File: config.mk
export PLATFORM = sky130hd
export DESIGN_NAME = ssq_select_seq
export DESIGN_NICKNAME = d
export VERILOG_FILES = /design/src/rtl/ssq_pkg.sv /design/src/rtl/ssq_timer.sv /design/src/rtl/ssq_cdb_count.sv /design/src/rtl/ssq_select_seq.sv
export SDC_FILE = /design/constraint.sdc
export NUM_CORES = 1
export LEC_CHECK = 0
export BUFFER_PORTS_ARGS = -buffer_cell sky130_fd_sc_hd__buf_4
export CORE_MARGIN = 2
export CORE_UTILIZATION = 52
export DETAILED_ROUTE_END_ITERATION = 8
export HOLD_SLACK_MARGIN = 0.06
export PLACE_DENSITY = 0.88
export SYNTH_ARGS = -nofsm -noshare
export SYNTH_HDL_FRONTEND = slang
export SYNTH_HIERARCHICAL = 1
export SYNTH_SLANG_ARGS = --single-unit
File: constraint.sdc
create_clock -name clk -period 3.3 [get_ports clk]
set_clock_uncertainty 0.1 [all_clocks]
set_input_delay 0.66 -clock clk [delete_from_list [all_inputs] [get_ports clk]]
set_output_delay 0.66 -clock clk [all_outputs]
set_load 0.01 [all_outputs]
File: src/rtl/ssq_pkg.sv
package ssq_pkg;
   typedef enum logic [1:0] {
      ST_IDLE,
      ST_WAIT,
      ST_MSG,
      ST_CDB
   } ssq_state_t;

   localparam logic [2:0] PH_CMD     = 3'd2;
   localparam logic [2:0] PH_MSG_OUT = 3'd6;

   localparam logic [2:0] STEP_BEGIN = 3'd0;
   localparam logic [2:0] STEP_IDENT = 3'd1;
   localparam logic [2:0] STEP_CDB   = 3'd3;
   localparam logic [2:0] STEP_DONE  = 3'd4;

   localparam logic [7:0] IRQ_DISCONNECT = 8'h20;
   localparam logic [7:0] IRQ_SVC_FUNC   = 8'h18;
endpackage

File: src/rtl/ssq_timer.sv
module ssq_timer #(
   parameter int TMO_W      = 8,
   parameter int CONV_W     = 3,
   parameter int SCALE_LOG2 = 13
) (
   input  logic              clk,
   input  logic              rst_n,
   input  logic              load,
   input  logic              run,
   input  logic [TMO_W-1:0]  tmo_reg,
   input  logic [CONV_W-1:0] clk_conv,
   output logic              expired
);
   localparam int LW = TMO_W + CONV_W + SCALE_LOG2;

   logic [LW-1:0] limit_q;
   logic [LW-1:0] cnt_q;

   always_ff @(posedge clk) begin
      if (!rst_n) begin
         limit_q <= '0;
         cnt_q   <= '0;
      end else if (load) begin
         limit_q <= LW'(LW'(tmo_reg) * LW'(clk_conv)) << SCALE_LOG2;
         cnt_q   <= '0;
      end else if (run) begin
         cnt_q <= cnt_q + LW'(1);
      end
   end

   assign expired = run && ((cnt_q + LW'(1)) >= limit_q);
endmodule

File: src/rtl/ssq_cdb_count.sv
module ssq_cdb_count #(
   parameter int MAX_CDB = 12
) (
   input  logic clk,
   input  logic rst_n,
   input  logic clear,
   input  logic inc,
   output logic at_max
);
   localparam int CW = $clog2(MAX_CDB + 1);

   logic [CW-1:0] cnt_q;

   always_ff @(posedge clk) begin
      if (!rst_n)      cnt_q <= '0;
      else if (clear)  cnt_q <= '0;
      else if (inc)    cnt_q <= cnt_q + CW'(1);
   end

   assign at_max = (cnt_q == CW'(MAX_CDB));
endmodule

File: src/rtl/ssq_select_seq.sv
module ssq_select_seq
   import ssq_pkg::*;
#(
   parameter int TMO_W      = 8,
   parameter int CONV_W     = 3,
   parameter int SCALE_LOG2 = 13,
   parameter int MAX_CDB    = 12,
   parameter int DATA_W     = 8,
   parameter int ID_W       = 3,
   parameter bit REG_BYTE   = 1'b0
) (
   input  logic              clk,
   input  logic              rst_n,
   input  logic              start,
   input  logic              with_atn,
   input  logic [ID_W-1:0]   id_sel,
   input  logic [TMO_W-1:0]  tmo_reg,
   input  logic [CONV_W-1:0] clk_conv,
   input  logic              sel_ack,
   input  logic              fifo_empty,
   input  logic [DATA_W-1:0] fifo_data,
   output logic              fifo_pop,
   output logic              sel_req,
   output logic [ID_W-1:0]   target_id,
   output logic [2:0]        phase,
   output logic [2:0]        seq_step,
   output logic [7:0]        int_status,
   output logic              conn_initiator,
   output logic [DATA_W-1:0] byte_out,
   output logic              byte_vld,
   output logic              byte_is_msg,
   output logic              cmd_clear,
   output logic              done
);
   if (MAX_CDB < 1)      begin : g_bad_cdb   $error("MAX_CDB must be at least 1"); end
   if (TMO_W < 1)        begin : g_bad_tmo   $error("TMO_W must be at least 1"); end
   if (CONV_W < 1)       begin : g_bad_conv  $error("CONV_W must be at least 1"); end
   if (SCALE_LOG2 < 0)   begin : g_bad_scale $error("SCALE_LOG2 must not be negative"); end

   ssq_state_t st_q;
   logic       atn_q;
   logic       expired;
   logic       at_max;
   logic       launch;
   logic       pop_msg;
   logic       pop_cdb;

   assign launch  = (st_q == ST_IDLE) && start;
   assign pop_msg = (st_q == ST_MSG) && !fifo_empty;
   assign pop_cdb = (st_q == ST_CDB) && !fifo_empty && !at_max;
   assign fifo_pop = pop_msg || pop_cdb;
   assign sel_req  = (st_q == ST_WAIT);

   ssq_timer #(
      .TMO_W(TMO_W), .CONV_W(CONV_W), .SCALE_LOG2(SCALE_LOG2)
   ) i_timer (
      .clk(clk), .rst_n(rst_n), .load(launch), .run(sel_req),
      .tmo_reg(tmo_reg), .clk_conv(clk_conv), .expired(expired)
   );

   ssq_cdb_count #(.MAX_CDB(MAX_CDB)) i_cdb (
      .clk(clk), .rst_n(rst_n), .clear(launch), .inc(pop_cdb), .at_max(at_max)
   );

   always_ff @(posedge clk) begin
      if (!rst_n) begin
         st_q           <= ST_IDLE;
         atn_q          <= 1'b0;
         target_id      <= '0;
         phase          <= '0;
         seq_step       <= '0;
         int_status     <= '0;
         conn_initiator <= 1'b0;
         cmd_clear      <= 1'b0;
         done           <= 1'b0;
      end else begin
         cmd_clear <= 1'b0;
         done      <= 1'b0;
         unique case (st_q)
            ST_IDLE: begin
               if (start) begin
                  target_id <= id_sel;
                  atn_q     <= with_atn;
                  seq_step  <= STEP_BEGIN;
                  st_q      <= ST_WAIT;
               end
            end
            ST_WAIT: begin
               if (sel_ack) begin
                  if (atn_q) begin
                     phase    <= PH_MSG_OUT;
                     seq_step <= STEP_IDENT;
                     st_q     <= ST_MSG;
                  end else begin
                     phase    <= PH_CMD;
                     seq_step <= STEP_CDB;
                     st_q     <= ST_CDB;
                  end
               end else if (expired) begin
                  int_status     <= IRQ_DISCONNECT;
                  conn_initiator <= 1'b0;
                  cmd_clear      <= 1'b1;
                  done           <= 1'b1;
                  st_q           <= ST_IDLE;
               end
            end
            ST_MSG: begin
               phase    <= PH_CMD;
               seq_step <= STEP_CDB;
               st_q     <= ST_CDB;
            end
            ST_CDB: begin
               if (!pop_cdb) begin
                  seq_step       <= STEP_DONE;
                  int_status     <= IRQ_SVC_FUNC;
                  conn_initiator <= 1'b1;
                  cmd_clear      <= 1'b1;
                  done           <= 1'b1;
                  st_q           <= ST_IDLE;
               end
            end
            default: st_q <= ST_IDLE;
         endcase
      end
   end

   if (REG_BYTE) begin : g_byte_reg
      always_ff @(posedge clk) begin
         if (!rst_n) begin
            byte_out    <= '0;
            byte_vld    <= 1'b0;
            byte_is_msg <= 1'b0;
         end else begin
            byte_out    <= fifo_data;
            byte_vld    <= fifo_pop;
            byte_is_msg <= pop_msg;
         end
      end
   end else begin : g_byte_pass
      assign byte_out    = fifo_data;
      assign byte_vld    = fifo_pop;
      assign byte_is_msg = pop_msg;
   end
endmodule

==> qor.csv, run 1 <==
stage,metric,value,unit
outcome,outcome,"complete, no violations",
global_route,initial antenna violation count,0,
logic_synthesis,Cells after Synth,458,
layout,Storage cell area,1074,sq um
route,Final ANT Viol Nets,0,
route,Starting DRT DRC Count,196,
route,vias per cell,5.452,
logic_synthesis,Syn Std Cell Area,3787,sq um
timing,Worst slew margin,0.6481,
floorplanning,core area,7137,sq um
floorplanning,die height,89.35,um
route,WL per Instance,13.33,um
critical_path,cell family with most CP delay,simple AND/OR/NAND/NOR gates,
pwr,P per Cell Area,333.7,nW/um^2
logic_synthesis,Synth top area share,0.2801,
floorplanning,die width,89.35,um
pwr,cell leakage power,0.001904,uW
placed_design,gpl congestion,0.8901,
pwr,Max VDD drop,0.1970,mV
logic_synthesis,Ys Warns,6,
floorplanning,IO Pins,60,
critical_path,Worst path max stage delay,410,ps
placed_design,IO Port Bufs,37,
placed_design,placed insts,578,
logic_synthesis,Synth Area in Simple Gates,0.2683,
logic_synthesis,post-synthesis area per instance,8.269,sq um
clock_network,clk slew on worst S/H paths,100,ps
timing,Final Slew Violations,0,
clock_network,Root Buffer,clkbuf_8,
floorplanning,row count,31,
global_route,global-route wire length before repair,12790,um
logic_synthesis,largest area contributor in the netlist,dfxtp_1,
critical_path,crit path kind,reg -> reg,
critical_path,worst path bufs/invs,1,
critical_path,"Critical Path, Cell by Cell","nand4_1, nor3_4, buf_6, and2_1, nand2_1, xnor2_1, ha_1, nand4_1, a21oi_1, nor3_1, o21ai_1, a32o_2, or3b_4, a31oi_4, a311oi_2",
timing,final setup violation count,0,
placed_design,hpwl dp,5914,um
timing,Final Hold Fails,0,
route,# DRC,0,
layout,fin area,4333,sq um
timing,RSZ-0062 raised after global routing,yes,
critical_path,most frequent CP cell,nand4_1,
clock_network,TritonCTS buffer count,5,
floorplanning,die area,7983,sq um
global_route,vias in the first global route,3091,
layout,fillcell total,620,
critical_path,CP Max Fanout,5,
timing,Max Clk Rate,0.3113,GHz
logic_synthesis,xor/xnor share of the synthesized area,0.08788,
global_route,Total GRT Usage,0.1971,
logic_synthesis,main combinational cell family by area after synthesis,simple AND/OR/NAND/NOR gates,
route,first drt pass iteration count,4,
layout,"commonest non-fill, non-tap cell in the layout",buf_4,
logic_synthesis,post-synthesis compound-gate area fraction,0.1084,
worst_hold_path,Hold WC Path Type,reg -> reg,
logic_synthesis,Post-synth top flop,dfxtp_1,
critical_path,data required time at the worst endpoint,3390,ps
job,MaxCap Viol Count,0,
pwr,Final Total Pwr,1446,uW
placed_design,dpl cell area,4101,sq um
critical_path,crit path launch type,flop,
critical_path,CP max-delay cell,or3b_4,
layout,n_diodes,0,
clock_network,CTS H-tree depth,2,
critical_path,CP Capture Type,flop,
logic_synthesis,Synth Area in Adders,0.1361,
clock_network,Clock Path Buffers,2,
logic_synthesis,post-synthesis mux area share,0.02147,
critical_path,arrival time worst endpoint,3310,ps
layout,Layout area overhead,14.40,%
timing,minimum clock period,3212,ps
layout,nets,558,
route,drt total wl,7904,um
floorplanning,Initial Util,0.5307,
clock_network,clk sink count,53,
layout,most frequent cells in the layout,"buf_4, nand2_1, dfxtp_1, inv_1",
logic_synthesis,async set-reset flop share out of synthesis,0,
logic_synthesis,number of synthesized register bits,53,
logic_synthesis,"top cells by area, synth","dfxtp_1, ha_1, nand2_1, xor2_1, xnor2_1",
timing,setup TNS,0,ps
layout,Layout Cells excl Fill,593,
clock_network,Worst-Skew Late Latency,320,ps
logic_synthesis,sequential fraction of the synthesis area,0.2801,
timing,Tightest Pin Transition,527.3,ps
logic_synthesis,Synth cell types,62,
layout,share of cells above drive strength 1,0.2024,
global_route,grt ovf,0,
layout,area of the multi-input gates,2450,sq um
global_route,largest net degree at the start of global routing,32,
logic_synthesis,"EDFF count, synth",0,
timing,fin crit share,0.9734,
clock_network,CTS tree,built,
route,Vias,3233,
## worst reg2reg max path, cell delays in order (launching register included)
cell and delay, ps:
dfxtp_2 370, nand4_1 200, nor3_4 270, buf_6 150, and2_1 130, nand2_1 70
xnor2_1 210, ha_1 270, nand4_1 100, a21oi_1 60, nor3_1 160, o21ai_1 90
a32o_2 240, or3b_4 410, a31oi_4 210, a311oi_2 60
## where the power goes
part | switching (uW) | internal (uW)
sequential | 24.6 | 671
clock | 223 | 151
combinational | 215 | 162
## synth_stat cells (5+ instances only)
| cell type | count |
|---|---|
| nand2b_1 | 8 |
| nand4_1 | 14 |
| o21ai_0 | 9 |
| mux2i_1 | 7 |
| fa_1 | 7 |
| or3_1 | 5 |
| and3_1 | 7 |
| nor2b_1 | 6 |
| ha_1 | 30 |
| nand2_1 | 49 |
| nor3_1 | 10 |
| a21oi_1 | 18 |
| and4_1 | 5 |
| xor2_1 | 21 |
| xnor2_1 | 17 |
| nand3_1 | 22 |
| clkbuf_1 | 10 |
| and2_1 | 11 |
| dfxtp_1 | 53 |
| buf_4 | 19 |
| nand3b_1 | 6 |
| inv_1 | 35 |
| nor2_1 | 30 |
## final timing paths
| check | from | to | slack (ps) | depth (start not counted) |
|---|---|---|---|---|
| hold reg to reg | target_id[0]$_SDFFE_PN0P_ | target_id[0]$_SDFFE_PN0P_ | 370 | 2 |
| setup / recovery | i_timer/cnt_q[9]$_SDFFE_PP0P_ | st_q[0]$_SDFFE_PN0P_ | 90 | 15 |
| setup reg to reg | i_timer/cnt_q[9]$_SDFFE_PP0P_ | st_q[0]$_SDFFE_PN0P_ | 90 | 15 |
| hold / removal | target_id[0]$_SDFFE_PN0P_ | target_id[0]$_SDFFE_PN0P_ | 370 | 2 |
## cell families (layout without fill, tap and decap cells)
logic type,count (synthesis),in the layout
buffers and inverters,72,103
adder cells (fa/ha/maj),37,37
AND/OR/NAND/NOR,189,189
flip-flops,53,53
multiplexers,8,8
other,1,6
XOR/XNOR,38,38
AO/OA/AOI/OAI,60,60
## routing by layer
layer  track usage  routed length, um  vias to the layer above
li1              -                  -                     1609
met1        0.2206               3263                     1543
met2        0.3785               4213                       69
met3       0.03786                345                       12
met4       0.05020                 82                        0
met5             0                  0                        -
## area by class of cell
| class | instances | area share |
|---|---|---|
| multi-input cells | 338 | 0.5654 |
| clock buffers | 5 | 0.01588 |
| repair buffers | 59 | 0.1031 |
| clock inverters | 3 | 0.005198 |
| inverters | 36 | 0.03407 |
| well taps | 99 | 0.02859 |
| flip-flops and latches | 53 | 0.2478 |
## timing repair
action | CTS | global route
pin swaps | 2 | 14
buffers inserted | 0 | 7
resized for setup | 9 | 16
endpoints found under the setup margin | 2 | 4
hold buffers | 0 | 0
## sequential cells by signal (all words and copies together), names as in the netlist, 2 cells and up, named ones only
| register | cells |
|---|---|
| i_cdb/cnt_q | 4 |
| i_timer/cnt_q | 24 |
| i_timer/limit_q | 11 |
| int_status | 2 |
| phase | 2 |
| seq_step | 3 |
| target_id | 3 |
## through the flow
step | utilization | setup slack, ps | hold WS (ps)
5_1_grt | 0.6071 | -88.94 | 381.2
3_5_place_dp | 0.5747 | -49.33 | 355.0
3_3_place_gp | 0.5747 | 91.78 | 345.9
6_report | 0.6071 | 87.92 | 366.5
4_1_cts | 0.5910 | 13.43 | 371.2
2_1_floorplan | - | 16.36 | 343.7
Power figures use the tool's default switching activity.
==> inputs of run 2 (changes only) <==
clock period = 2.9 ns   (was 3.3 ns; I/O delays follow)
==> run 2 against run 1 <==
Compared with the run above:
- the run now ends with setup timing left
- worst hold slack got worse by 5.8 ps
- final area rose by 3.5%
- largest cell class unchanged
- critical path type unchanged
- utilization rose by 2.1 points
==> qor.csv, run 2 (same netlist as run 1, synthesis figures left out) <==
stage,metric,value,unit,change
timing,Tightest Pin Transition,563.8,ps,+36.53 ps
critical_path,crit path kind,reg -> reg,,
global_route,largest net degree at the start of global routing,32,,unchanged
critical_path,critical path launch point,i_timer/cnt_q[1]$_SDFFE_PP0P_,,
global_route,Total GRT Usage,0.2194,,+0.02236
critical_path,cell family with most CP delay,simple AND/OR/NAND/NOR gates,,
clock_network,Root Buffer,clkbuf_8,,
floorplanning,die area,7983,sq um,unchanged
critical_path,CP Max Fanout,3,,-2
clock_network,Clock Path Buffers,2,,unchanged
floorplanning,row count,31,,unchanged
placed_design,gpl congestion,0.8448,,-5.1%
floorplanning,die width,89.35,um,unchanged
placed_design,placed insts,601,,+4.0%
critical_path,CP Capture Type,flop,,
route,Vias,3368,,+4.2%
pwr,cell leakage power,0.001987,uW,+4.3%
timing,Final Hold Fails,0,,unchanged
pwr,P per Cell Area,365.0,nW/um^2,+9.4%
layout,nets,578,,+3.6%
timing,final setup violation count,5,,+5
layout,most frequent cells in the layout,"buf_4, nand2_1, dfxtp_1, inv_1",,
layout,share of cells above drive strength 1,0.2529,,+0.05049
timing,Max Clk Rate,0.3166,GHz,+1.7%
critical_path,Worst path max stage delay,400,ps,about the same
floorplanning,core area,7137,sq um,unchanged
timing,Worst slew margin,0.6237,,-0.02438
timing,RSZ-0062 raised after global routing,yes,,
placed_design,hpwl dp,6242,um,+5.5%
critical_path,crit path launch type,flop,,
route,# DRC,0,,unchanged
clock_network,hold_buf cts,0,,unchanged
outcome,outcome,"finished, violations left",,
route,Final ANT Viol Nets,0,,unchanged
placed_design,dpl cell area,4300,sq um,+4.9%
worst_hold_path,Hold WC Path Type,reg -> reg,,
global_route,initial antenna violation count,0,,unchanged
clock_network,clk slew on worst S/H paths,90,ps,about the same
placed_design,IO Port Bufs,37,,unchanged
route,WL per Instance,13.99,um,+5.0%
route,drt total wl,8578,um,+8.5%
layout,Top reg by flops,i_timer/cnt_q,,
global_route,vias in the first global route,3396,,+9.9%
layout,"commonest non-fill, non-tap cell in the layout",buf_4,,
layout,n_diodes,0,,unchanged
timing,fin crit share,1.089,,+0.1159
clock_network,clk sink count,53,,unchanged
floorplanning,die height,89.35,um,unchanged
clock_network,CTS H-tree depth,2,,unchanged
layout,fin area,4486,sq um,+3.5%
critical_path,arrival time worst endpoint,3300,ps,about the same
critical_path,data required time at the worst endpoint,3040,ps,-350 ps
layout,final cell utilization of the core,0.6285,,+0.02139
clock_network,Worst-Skew Late Latency,310,ps,about the same
layout,Layout Cells excl Fill,613,,+3.4%
layout,Layout area overhead,18.43,%,
route,Starting DRT DRC Count,258,,+32%
clock_network,TritonCTS buffer count,5,,unchanged
job,MaxCap Viol Count,0,,unchanged
global_route,global-route wire length before repair,14150,um,+11%
timing,setup TNS,-711.5,ps,-711.5 ps
critical_path,r2r startpoint,i_timer/cnt_q[1]$_SDFFE_PP0P_,,
outcome,failing checks,setup timing,,
critical_path,"Critical Path, Cell by Cell","nand2_1, nor3_4, nand3_2, xnor2_1, ha_1, a211oi_2, nor2_1, nor3_1, o21ai_1, a32o_2, or3b_4, nand4_1, mux2i_1",,
timing,Final Slew Violations,0,,unchanged
timing,minimum clock period,3159,ps,-53.16 ps
critical_path,worst path bufs/invs,0,,-1
placed_design,DP Worst Slack,-188.6,ps,-139.3 ps
pwr,Max VDD drop,0.2808,mV,+42%
layout,max reg flops,24,,unchanged
route,vias per cell,5.494,,+0.78%
clock_network,CTS tree,built,,
worst_hold_path,Hold Startpoint,target_id[1]$_SDFFE_PN0P_,,
critical_path,"setup slack, reg-to-reg",-260,ps,-350 ps
layout,Top Registers,"i_timer/cnt_q: 24 flops, i_timer/limit_q: 11 flops, i_cdb/cnt_q: 4 flops",,
floorplanning,Initial Util,0.5307,,unchanged
critical_path,CP max-delay cell,or3b_4,,
floorplanning,IO Pins,60,,unchanged
route,first drt pass iteration count,4,,unchanged
global_route,grt ovf,0,,unchanged
timing,Final WS setup,-258.9,ps,-346.8 ps
==> run 2: final timing paths <==
kind,end,cells past startpoint
max,flop,13
min,target_id[1]$_SDFFE_PN0P_,2
max reg2reg,flop,13
min reg2reg,target_id[1]$_SDFFE_PN0P_,2
==> run 2: final cells by class <==
type | instances | area, sq um
Clock buffer | 7 | 76.32
Clock inverter | 1 | 7.507
Multi-Input combinational cell | 338 | 2466
Timing Repair Buffer | 79 | 593.1
Inverter | 36 | 147.6
Fill cell | 583 | 2651
Tap cell | 99 | 123.9
Sequential cell | 53 | 1071
==> run 2: metrics by stage <==
| stage | hold WS (ps) | power, uW |
|---|---|---|
| after floorplan | 341.4 | 1117 |
| after global placement | 344.4 | 1209 |
| after detailed placement | 348.6 | 1229 |
| after CTS | 361.9 | 1629 |
| after global routing | 394.0 | 1730 |
| final | 360.7 | 1637 |
==> run 2: power by group <==
part           internal [uW]  switching, uW
registers                764           25.1
logic                    192            252
clock network            171            233
total                   1130            511
==> run 2: worst register-to-register path, delay by kind of cell (launching register included) <==
kind	cells	cell delay [ps]
simple gates	7	1350
compound gates	3	590
flops	1	350
fa+ha+maj	1	310
xor+xnor	1	220
mux	1	180
==> run 2: what timing repair did <==
item | 4_1_cts | 5_1_grt
gates resized for setup | 11 | 11
endpoints found under the hold margin | 0 | 0
setup endpoints to repair | 4 | 6
pin swaps | 9 | 0
setup buffers | 2 | 2
==> run 2: layer usage <==
metal	global-route usage	share of wire	vias to the layer above
met5	0	0	-
met3	0.03047	0.038	21
met2	0.4148	0.51	91
met1	0.2523	0.43	1609
met4	0.07056	0.023	0
li1	-	-	1647
==> inputs of run 3 (changes only) <==
BUFFER_PORTS_ARGS = default   (was -buffer_cell sky130_fd_sc_hd__buf_4)
CORE_UTILIZATION = 58   (was 52)
DONT_BUFFER_PORTS = 1   (was default)
PLACE_DENSITY = 0.87   (was 0.88)
clock period = 2.8 ns   (was 2.9 ns; I/O delays follow)
==> run 3 against run 2 <==
Compared with the run above:
- the flow still finishes with violations (setup timing)
- die area decreased by 9.9%
- fmax decreased by 2.0%
- utilization increased by 4.3 points
- register-to-register slack got worse by 160 ps
==> qor.csv, run 3 (same netlist as run 1, synthesis figures left out) <==
stage,metric,value,unit,change
placed_design,gpl congestion,0.9300,,+10%
clock_network,TritonCTS buffer count,5,,unchanged
global_route,vias in the first global route,3156,,-7.1%
timing,Max Clk Rate,0.3102,GHz,-2.0%
critical_path,crit path launch type,flop,,
route,WL per Instance,16.01,um,+14%
layout,fin area,4267,sq um,-4.9%
layout,"commonest non-fill, non-tap cell in the layout",nand2_1,,
timing,fin crit share,1.151,,+0.06207
layout,most frequent cells in the layout,"nand2_1, dfxtp_1, buf_4, inv_1, ha_1",,
clock_network,CTS tree,built,,
layout,final cell utilization of the core,0.6719,,+0.04341
timing,Final WS setup,-423.8,ps,-164.9 ps
pwr,P per Cell Area,423.2,nW/um^2,+16%
critical_path,CP Max Fanout,4,,+1
critical_path,data required time at the worst endpoint,2930,ps,-110 ps
layout,share of cells above drive strength 1,0.2092,,-0.04371
clock_network,hold_buf cts,0,,unchanged
timing,Final Hold Fails,0,,unchanged
global_route,largest net degree at the start of global routing,32,,unchanged
critical_path,CP Capture Type,flop,,
layout,nets,542,,-6.2%
layout,Top reg by flops,i_timer/cnt_q,,
floorplanning,die area,7193,sq um,-9.9%
floorplanning,die height,84.81,um,-5.1%
global_route,Total GRT Usage,0.2375,,+0.01808
pwr,cell leakage power,0.001877,uW,-5.5%
clock_network,clk slew on worst S/H paths,110,ps,+20 ps
clock_network,CTS H-tree depth,2,,unchanged
floorplanning,core area,6350,sq um,-11%
job,MaxCap Viol Count,0,,unchanged
timing,RSZ-0062 raised after global routing,yes,,
outcome,outcome,"finished, violations left",,
floorplanning,row count,29,,-6.5%
route,drt total wl,8883,um,+3.6%
worst_hold_path,Hold WC Path Type,in -> reg,,
layout,Top Registers,"i_timer/cnt_q: 24 flops, i_timer/limit_q: 11 flops, i_cdb/cnt_q: 4 flops",,
placed_design,IO Port Bufs,0,,-100%
clock_network,clk sink count,53,,unchanged
clock_network,Worst-Skew Late Latency,320,ps,about the same
clock_network,Clock Path Buffers,2,,unchanged
timing,Final Slew Violations,0,,unchanged
timing,minimum clock period,3224,ps,+64.87 ps
placed_design,dpl cell area,4003,sq um,-6.9%
floorplanning,Initial Util,0.5965,,+0.06577
layout,max reg flops,24,,unchanged
global_route,grt ovf,0,,unchanged
global_route,global-route wire length before repair,14080,um,-0.49%
route,Starting DRT DRC Count,233,,-9.7%
critical_path,arrival time worst endpoint,3350,ps,+50 ps
route,# DRC,0,,unchanged
outcome,failing checks,setup timing,,
clock_network,Root Buffer,clkbuf_8,,
route,Final ANT Viol Nets,0,,unchanged
pwr,Final Total Pwr,1806,uW,+10%
placed_design,DP Worst Slack,-338.4,ps,-149.7 ps
critical_path,crit path kind,reg -> reg,,
layout,n_diodes,0,,unchanged
timing,setup TNS,-1953,ps,-1242 ps
global_route,initial antenna violation count,0,,unchanged
layout,Layout area overhead,12.65,%,
route,first drt pass iteration count,5,,+1
floorplanning,die width,84.81,um,-5.1%
pwr,Max VDD drop,0.3486,mV,+24%
floorplanning,IO Pins,60,,unchanged
placed_design,hpwl dp,6218,um,-0.38%
timing,final setup violation count,5,,unchanged
route,vias per cell,5.912,,+7.6%
route,Vias,3281,,-2.6%
-- run 3: cell types whose count changed in the layout (fill, tap and decap cells not counted), moves of 2 or more --
cell / previous run / this run
and3_4: 3 / 1
buf_4: 79 / 41
buf_6: 0 / 2
clkbuf_1: 2 / 0
dfxtp_1: 45 / 43
dfxtp_2: 8 / 10
-- run 3: cell type report --
cell class	instances	area, sq um
Multi-Input combinational cell	338	2499
Clock buffer	6	82.58
Sequential cell	53	1074
Clock inverter	2	37.54
Fill cell	448	2083
Timing Repair Buffer	43	330.3
Inverter	36	147.6
Tap cell	77	96.34
-- run 3: final timing paths --
kind         depth (start not counted)                           from  slack, ps                          to
max                                 15  i_timer/cnt_q[4]$_SDFFE_PP0P_       -420  int_status[5]$_SDFFE_PN0P_
min                                  1                          rst_n        270  int_status[5]$_SDFFE_PN0P_
max reg2reg                         15  i_timer/cnt_q[4]$_SDFFE_PP0P_       -420  int_status[5]$_SDFFE_PN0P_
min reg2reg                          2             atn_q$_SDFFE_PN0P_        380          atn_q$_SDFFE_PN0P_
-- run 3: layer usage --
layer	track usage	wire, um	up-vias
met2	0.4281	4569	121
met5	0	0	-
met4	0.09091	254	0
li1	-	-	1587
met1	0.2806	3558	1536
met3	0.04183	501	37
-- run 3: critical path, stage by stage, from the launching register on --
cell and delay (ps):
dfxtp_2 390, nand4_4 150, nor3_4 290, and2_4 210
nand2_4 50, xnor2_2 130, ha_1 300, nand4_1 170
a21oi_2 190, nor3_2 70, o21ai_1 160, a32o_1 170
buf_4 110, nand3b_1 160, a21o_2 290, a22o_1 170
-- run 3: what timing repair did --
item | CTS | global route
cloned | 0 | 0
endpoints found under the setup margin | 5 | 7
pin swaps | 8 | 12
gates resized for setup | 10 | 19
buffers inserted | 3 | 1
-- run 3: where the power goes --
group          switching (uW)  internal, uW  total [uW]
combinational             244           164         409
clock                     276           291         568
sequential               37.7           791         829
total                     558          1250        1810
-- run 3: through the flow --
| stage | instances | hold slack, ps |
|---|---|---|
| 3_5_place_dp | 543 | 359.6 |
| 6_report | 555 | 269.6 |
| 3_3_place_gp | 543 | 355.2 |
| 2_1_floorplan | 463 | 341.4 |
| 5_1_grt | 555 | 264.1 |
| 4_1_cts | 554 | 269.2 |
